**config.mk**
```make
export PLATFORM = sky130hd
export DESIGN_NAME = seg_desc_cache
export DESIGN_NICKNAME = d
export VERILOG_FILES = /design/src/rtl/seg_pkg.sv /design/src/rtl/seg_desc_cache.sv
export SDC_FILE = /design/constraint.sdc
export NUM_CORES = 1
export LEC_CHECK = 0
export BUFFER_PORTS_ARGS = -buffer_cell sky130_fd_sc_hd__buf_2
export CAP_MARGIN = 20
export CORE_MARGIN = 2
export CORE_UTILIZATION = 46
export DETAILED_ROUTE_END_ITERATION = 10
export PLACE_DENSITY = 0.79
export SLEW_MARGIN = 40
export SYNTH_ARGS = -nofsm -noshare
export SYNTH_HDL_FRONTEND = slang
export SYNTH_SLANG_ARGS = --single-unit
```
**constraint.sdc**
```tcl
create_clock -name clk_i -period 1 [get_ports clk_i]
set_clock_uncertainty 0.15 [all_clocks]
set_input_delay 0.2 -clock clk_i [delete_from_list [all_inputs] [get_ports clk_i]]
set_output_delay 0.2 -clock clk_i [all_outputs]
set_load 0.02 [all_outputs]
```
**src/rtl/seg_pkg.sv**
```systemverilog
package seg_pkg;
  localparam int AW      = 32;
  localparam int SEL_W   = 16;
  localparam int LIM_W   = 20;
  localparam int GRAN_SH = 12;

  typedef enum logic [2:0] {
    FLT_NONE   = 3'd0,
    FLT_ABSENT = 3'd1,
    FLT_LIMIT  = 3'd2,
    FLT_PRIV   = 3'd3,
    FLT_WRITE  = 3'd4
  } flt_e;

  typedef struct packed {
    logic [AW-1:0] base;
    logic [AW-1:0] lim;
    logic [1:0]    dpl;
    logic [1:0]    rpl;
    logic          usable;
    logic          wr_ok;
  } seg_cache_t;
endpackage

```
**src/rtl/seg_desc_cache.sv**
```systemverilog
module seg_desc_cache
  import seg_pkg::*;
(
  input  logic       clk_i,
  input  logic       rst_ni,
  input  logic       start_i,
  input  logic       null_i,
  input  logic [1:0] rpl_i,
  input  logic       commit_i,
  input  logic [31:0] w0_i,
  input  logic [31:0] w1_i,
  output seg_cache_t cache_o
);
  logic [AW-1:0]    d_base;
  logic [LIM_W-1:0] d_lim;
  logic [AW-1:0]    d_eff;
  logic [3:0]       d_type;
  logic             d_s, d_p, d_g;
  logic [1:0]       d_dpl;
  logic [1:0]       rpl_pend_q;
  seg_cache_t       c_q;

  assign d_base = {w1_i[31:24], w1_i[7:0], w0_i[31:16]};
  assign d_lim  = {w1_i[19:16], w0_i[15:0]};
  assign d_g    = w1_i[23];
  assign d_p    = w1_i[15];
  assign d_dpl  = w1_i[14:13];
  assign d_s    = w1_i[12];
  assign d_type = w1_i[11:8];

  // scaled limit precomputed at load to keep the access path short
  assign d_eff = d_g ? {d_lim[AW-GRAN_SH-1:0], {GRAN_SH{1'b1}}}
                     : {{(AW-LIM_W){1'b0}}, d_lim};

  always_ff @(posedge clk_i or negedge rst_ni) begin
    if (!rst_ni) begin
      rpl_pend_q <= '0;
      c_q        <= '0;
    end else begin
      if (start_i) rpl_pend_q <= rpl_i;
      if (null_i) begin
        c_q.usable <= 1'b0;
        c_q.rpl    <= rpl_i;
      end else if (commit_i) begin
        c_q.base   <= d_base;
        c_q.lim    <= d_eff;
        c_q.dpl    <= d_dpl;
        c_q.rpl    <= rpl_pend_q;
        c_q.usable <= d_p;
        c_q.wr_ok  <= d_s && !d_type[3] && d_type[1];
      end
    end
  end

  assign cache_o = c_q;
endmodule

```
==> results of run 1 <==
## synthesized netlist by cell type
master / count / share of area, %
buf_6: 4 / 1.5
buf_4: 4 / 1.0
mux2_2: 47 / 18
dfrtp_1: 72 / 60
mux2_4: 6 / 3.0
and3b_1: 1 / 0.29
inv_1: 24 / 3.0
nand2_1: 14 / 1.7
nor2b_4: 1 / 0.46
o21ai_0: 2 / 0.33
nor2_1: 13 / 1.6
clkbuf_1: 2 / 0.25
buf_12: 1 / 0.66
mux2i_1: 27 / 9.0
## power groups by stage
| stage | sequential [W] | combinational [W] | clock (W) |
|---|---|---|---|
| final | 0.00366 | 0.00285 | 0.00228 |
| after global routing | 0.00369 | 0.00301 | 0.00245 |
| after CTS | 0.00361 | 0.00250 | 0.00233 |
| after detailed placement | 0.00357 | 0.00186 | 0 |
| after global placement | 0.00355 | 0.00182 | 0 |
| after floorplan | 0.00407 | 0.000566 | 0 |
## sequential cells by signal (all words and copies together), names as in the netlist
| name | cells |
|---|---|
| cache_o | 70 |
| rpl_pend_q | 2 |
## layout make-up
cell class	count	area, um^2	area share (%)
inverter	24	90.1	1.73
clock buffer	11	141	2.72
clock inverter	5	56.3	1.08
multi-input combinational	111	1070	20.7
sequential	72	1800	34.6
tap	77	96.3	1.85
timing repair buffer	210	1940	37.3
## per-layer routing
layer / GRT usage (%) / vias up / wire length, um
li1: - / 1140 / -
met1: 24.5 / 1221 / 3330
met2: 39.8 / 102 / 4820
met3: 7.88 / 21 / 519
met4: 5.19 / 0 / 206
met5: 0 / - / 0
## worst paths after layout
kind                            cells past startpoint        start  slack [ns]          end
worst min register to register                      1   cache_o[4]        0.39   cache_o[4]
worst min-delay path                                2     w0_i[30]       -0.06  cache_o[52]
worst max-delay path                                1  cache_o[45]       -0.26  cache_o[45]
min in group asynchronous                           2       rst_ni        0.06  cache_o[41]
worst max register to register                      2  cache_o[53]       -0.08  cache_o[53]
max in group asynchronous                           3       rst_ni        0.25  cache_o[55]
## through the flow
step	setup TNS [ns]	util (%)	setup slack [ns]
5_1_grt	-19.72	81.9	-0.286
3_5_place_dp	-20.69	62.0	-0.350
6_report	-16.91	81.9	-0.259
2_1_floorplan	-9.88	-	-0.244
3_3_place_gp	-19.59	62.0	-0.320
4_1_cts	-16.65	76.2	-0.263
## logic make-up (layout without fill, tap and decap cells)
logic type / count (synthesis) / in the layout
multiplexers: 80 / 80
flip-flops: 72 / 72
AND/OR/NAND/NOR: 29 / 29
AO/OA/AOI/OAI: 2 / 2
buffers and inverters: 35 / 250
## repair_timing
| action | CTS | global route |
|---|---|---|
| setup endpoints to repair | 70 | 104 |
| hold endpoints to repair | 121 | 38 |
| hold buffers | 14 | 3 |
| buffers inserted | 16 | 19 |
| resized for setup | 140 | 37 |
| gates cloned | 0 | 4 |
==> key figures, run 1 <==
Run status
  • Status: finished, violations left
  • Failing checks: negative hold slack, negative setup slack

Timing
  • Final WS setup: -0.259 ns
  • RSZ-0062 raised after global routing: true
  • Fin. max-slew vios: 0
  • Post-route clock period utilization: 126%
  • Worst slew margin: 86.8%
  • Setup violators final: 106
  • Final Hold Viols: 32
  • Min Hold Slack: -0.0616 ns
  • Crit path time final: 1.26 ns
  • F_max: 0.794 GHz
  • Least-Margin Pin Slew: 0.195 ns

Power
  • P_sw: 0.00259 W
  • Net Sw Frac: 29.5%
  • Sequential share of power: 41.6%
  • Max IR drop VDD: 1.10 mV
  • Static Leak: 2.63 nW
  • Internal power: 0.00620 W
  • Pwr Density: 1690 nW/um^2
  • Clock power frac: 26.0%
  • Final Power: 0.00879 W
  • Combinational share of power: 32.4%

CTS
  • CTS sink cnt: 72
  • CTS Buffer Depth: 2
  • CTS tree: done
  • H-Tree Depth: 3
  • Root Buffer: clkbuf_8
  • Worst-Skew Late Latency: 0.33 ns
  • Worst-path clk slew: 0.08 ns
  • Cts bufs inserted: 9

Flow run
  • Max-Cap Viols: 0

Setup path
  • Critical path cell sequence: buf_6
  • Critical Path RT: 0.65 ns
  • Worst path bufs/invs: 1
  • Setup CP Type: reg2out
  • Crit Path Max Fanout: 2
  • Worst setup EP type: primary output
  • Top delay family on crit path: flip-flops
  • Worst Setup Start Kind: register
  • Critical Path AT: 0.91 ns
  • Crit path max-delay cell type: dfrtp_1
  • Worst path max stage delay: 0.42 ns

Finish
  • Layout overhead on the synthesized area: 72.4%
  • Fin nets: 499
  • Layout cells sized above 1: 61.9%
  • N_diodes: 0
  • Most frequent cells in the layout: buf_6, dfrtp_1, buf_2
  • Finished Layout Cells: 510
  • Total of fill cells in the finished design: 340
  • Commonest non-fill, non-tap cell in the layout: buf_6
  • Cell area after layout: 5200 um^2

Drt
  • Vias/cell: 4.87
  • Post-route ant nets: 0
  • DRT Pass-1 Iters: 4
  • WL final: 8880 um
  • Initial DRC Count: 85
  • Drc violations: 0
  • DR vias: 2484
  • WL per Instance: 17.4 um

Yosys
  • Sequential share of the synthesized area: 59.7%
  • Gate Count Post-Synth: 218
  • Avg Cell Area, Syn: 13.8 um^2
  • Simple-gate share of the synthesized area: 4.10%
  • Syn. warnings: 0
  • Xor and xnor fraction of the mapped netlist area: 0%
  • Post-synthesis net count: 289
  • Yosys cell types: 14
  • Main combinational cell family by area after synthesis: multiplexers
  • Compound-Gate Fraction of Synth Area: 0.332%
  • Post-synthesis adder-cell area fraction: 0%
  • Synthesized flop and latch total: 72
  • Post-synthesis mux area share: 29.5%
  • Post-Syn Area: 3020 um^2

Place
  • Cells after DPL: 444
  • Gpl congestion: 0.750
  • DP HPWL: 4660 um
  • Placed inst area: 3940 um^2
  • PortBufs: 135

Floorplan
  • Site row count: 29
  • Die Span X: 85.0 um
  • DIE HEIGHT: 85.0 um
  • Top Ports: 141
  • Die ar.: 7220 um^2
  • Starting density of the core: 47.5%
  • Core ar.: 6350 um^2

Min path
  • HP Class: in2reg

Global route
  • Gr ovfl total: 0
  • Largest net degree at the start of global routing: 37
  • GRT Overall Usage: 21.9%
  • First-pass GRT wire length: 12200 um
  • Initial antenna violation count: 0
  • Vias in the first global route: 2516
(Power assumes the default switching activity.)
==> run 2: changes to the inputs <==
GPL_TIMING_DRIVEN = 0   (was not set)
SKIP_LAST_GASP = 1   (was not set)
==> run 2 against run 1 <==
The run still ends with negative hold slack, negative setup slack left. Non-clock buffer count down 2. Setup slack better by 0.0051 ns. Cell count down 0.39%. Combinational power up 3%. Fmax up 0.41%. Global-route usage up 2.8 points. Utilization up 3.6 points. Total power up 9.5%. Worst hold slack worse by 0.0026 ns. Register-to-register slack about the same. Critical path type unchanged. Count of clock-buffer cells in the layout down 2. Routed wire length up 5.6%.
==> key figures, run 2 (synthesized netlist as in run 1, its figures left out) <==
Run status
  • Status: finished, violations left
  • Failing checks: negative hold slack, negative setup slack

Global route
  • M1 GR Usage: 27.1% (+2.6 points)
  • GRT Overall Usage: 24.7% (+2.8 points)
  • Met2 Usage GRT: 44.8% (+5.0 points)
  • First-pass GRT wire length: 13700 um (+13%)
  • GRT busiest layer: met2
  • Initial antenna violation count: 1 (+1)
  • Gr ovfl total: 0 (unchanged)
  • Largest net degree at the start of global routing: 39 (+5.4%)
  • Vias in the first global route: 2804 (+11%)
  • Met3 Use GR: 8.07% (+0.19 points)

Place
  • Dpl ws: -0.516 ns (-0.166 ns)
  • Placed inst area: 3820 um^2 (-3.0%)
  • Gpl congestion: 0.743 (-0.97%)
  • PortBufs: 135 (unchanged)
  • DP HPWL: 4680 um (+0.48%)

Min path
  • HP Class: in2reg
  • WHS Path Cells: 2 (unchanged)
  • WHS Endpoint: cache_o[58]
  • Min-delay src: w1_i[4]

CTS
  • CTS tree: done
  • Worst-Skew Late Latency: 0.33 ns (about the same)
  • CTS sink cnt: 72 (unchanged)
  • CTS Buffer Depth: 2 (unchanged)
  • H-Tree Depth: 3 (unchanged)
  • Cts bufs inserted: 9 (unchanged)
  • Root Buffer: clkbuf_8
  • Worst-path clk slew: 0.08 ns (about the same)

Finish
  • Largest register FFs: 70 (unchanged)
  • N_diodes: 0 (unchanged)
  • Fin nets: 497 (-0.40%)
  • Commonest non-fill, non-tap cell in the layout: buf_6
  • Cell area after layout: 5430 um^2 (+4.4%)
  • Layout cells sized above 1: 60.6% (-1.3 points)
  • Most frequent cells in the layout: buf_6, dfrtp_1, buf_2
  • Total of fill cells in the finished design: 321 (-5.6%)
  • Layout overhead on the synthesized area: 79.9%

Drt
  • DR vias: 2442 (-1.7%)
  • WL final: 9380 um (+5.6%)
  • Post-route ant nets: 0 (unchanged)
  • WL per Instance: 18.5 um (+6.0%)
  • Initial DRC Count: 79 (-7.1%)
  • Drc violations: 0 (unchanged)
  • DRT Pass-1 Iters: 4 (unchanged)
  • Vias/cell: 4.81 (-1.3%)

Floorplan
  • Die ar.: 7220 um^2 (unchanged)
  • Core ar.: 6350 um^2 (unchanged)
  • Site row count: 29 (unchanged)
  • Top Ports: 141 (unchanged)
  • Starting density of the core: 47.5% (unchanged)
  • DIE HEIGHT: 85.0 um (unchanged)
  • Die Span X: 85.0 um (unchanged)

Setup path
  • Worst Reg-to-Reg Cells: 2 (unchanged)
  • FF-to-FF setup slack: -0.07 ns (about the same)
  • Crit path max-delay cell type: dfrtp_1
  • Worst path max stage delay: 0.42 ns (about the same)
  • Critical path cell sequence: buf_6
  • Top delay family on crit path: flip-flops
  • Critical Path RT: 0.65 ns (about the same)
  • FF-to-FF End: cache_o[20]
  • Worst Setup Start Kind: register
  • Worst setup EP type: primary output
  • Worst path bufs/invs: 1 (unchanged)
  • Crit Path Max Fanout: 2 (unchanged)
  • Setup CP Type: reg2out
  • Critical Path AT: 0.90 ns (about the same)
  • FF-to-FF Start: cache_o[20]

Flow run
  • Max-Cap Viols: 0 (unchanged)

Timing
  • Worst slew margin: 79.2% (-7.6 points)
  • Post-route clock period utilization: 125% (-0.51 points)
  • F_max: 0.798 GHz (+0.41%)
  • Final Hold Viols: 33 (+3.1%)
  • RSZ-0062 raised after global routing: true
  • Fin. max-slew vios: 0 (unchanged)
  • Crit path time final: 1.25 ns (-0.00510 ns)
  • Setup violators final: 110 (+3.8%)
  • Min Hold Slack: -0.0642 ns (-0.00260 ns)
  • Final WS setup: -0.254 ns (+0.00510 ns)
  • Least-Margin Pin Slew: 0.313 ns (+0.118 ns)

Power
  • Pwr Density: 1770 nW/um^2 (+4.9%)
  • Max IR drop VDD: 1.33 mV (+21%)
  • Static Leak: 2.74 nW (+4.0%)
## run 2: changes by cell type in the layout (fill, tap and decap cells not counted), moves of 3 or more
cell and delta:
buf_4 -14, mux2_2 -14, mux2_4 +14, dlygate4sd3_1 +5, buf_12 +4, buf_16 +3, buf_6 -3, buf_8 +3
bufinv_16 +3, clkbuf_16 -3
## run 2: layout make-up
type                            instances  area [um^2]  share of cell area (%)
Sequential cell                        72         1800                    33.2
Buffer                                  9          126                    2.33
Clock buffer                            9          124                    2.28
Clock inverter                          7          144                    2.65
Multi-Input combinational cell        111         1160                    21.3
Timing Repair Buffer                  199         1890                    34.8
Inverter                               24         90.1                    1.66
Tap cell                               77         96.3                    1.77
## run 2: where the power goes
| group | switching [W] | internal [W] | leakage [nW] |
|---|---|---|---|
| Combinational | 0.00122 | 0.00170 | 1.77 |
| Clock | 0.00114 | 0.00191 | 0.126 |
| Sequential | 0.000330 | 0.00332 | 0.844 |
| Total | 0.00269 | 0.00694 | 2.74 |
## run 2: worst max-delay path by stage
stage | from | end | slack (ns) | cells after the start
2_1_floorplan | commit_i | cache_o[55] | -0.24 | 5
3_3_place_gp | rst_ni | cache_o[58] | -0.83 | 1
3_5_place_dp | commit_i | cache_o[60] | -0.52 | 6
4_1_cts | cache_o[68] | cache_o[68] | -0.24 | 1
5_1_grt | cache_o[59] | cache_o[59] | -0.29 | 1
6_report | cache_o[59] | cache_o[59] | -0.25 | 1
## run 2: per-layer routing
layer	share of wire [%]	routed length, um
met5	0.12	11
met4	2.5	233
met3	6.7	625
met2	54	5060
met1	37	3440
## run 2: per-stage QoR
step	utilization, %	std cells	total power [W]	setup TNS [ns]	hold WS (ns)
after floorplan	-	218	0.00464	-9.88	-0.246
after global placement	59.8	430	0.00531	-86.27	0.272
after global routing	85.5	508	0.0100	-20.72	-0.0799
after CTS	81.2	494	0.00930	-18.19	-0.0745
after detailed placement	60.2	431	0.00538	-28.17	-0.0408
final	85.5	508	0.00963	-17.87	-0.0642
## run 2: timing repair
item,CTS,global route
setup buffers,21,18
pin swaps,0,3
cloned,5,1
setup endpoints to repair,135,168
gates resized for setup,172,52
endpoints found under the hold margin,131,38
hold buffers,22,3
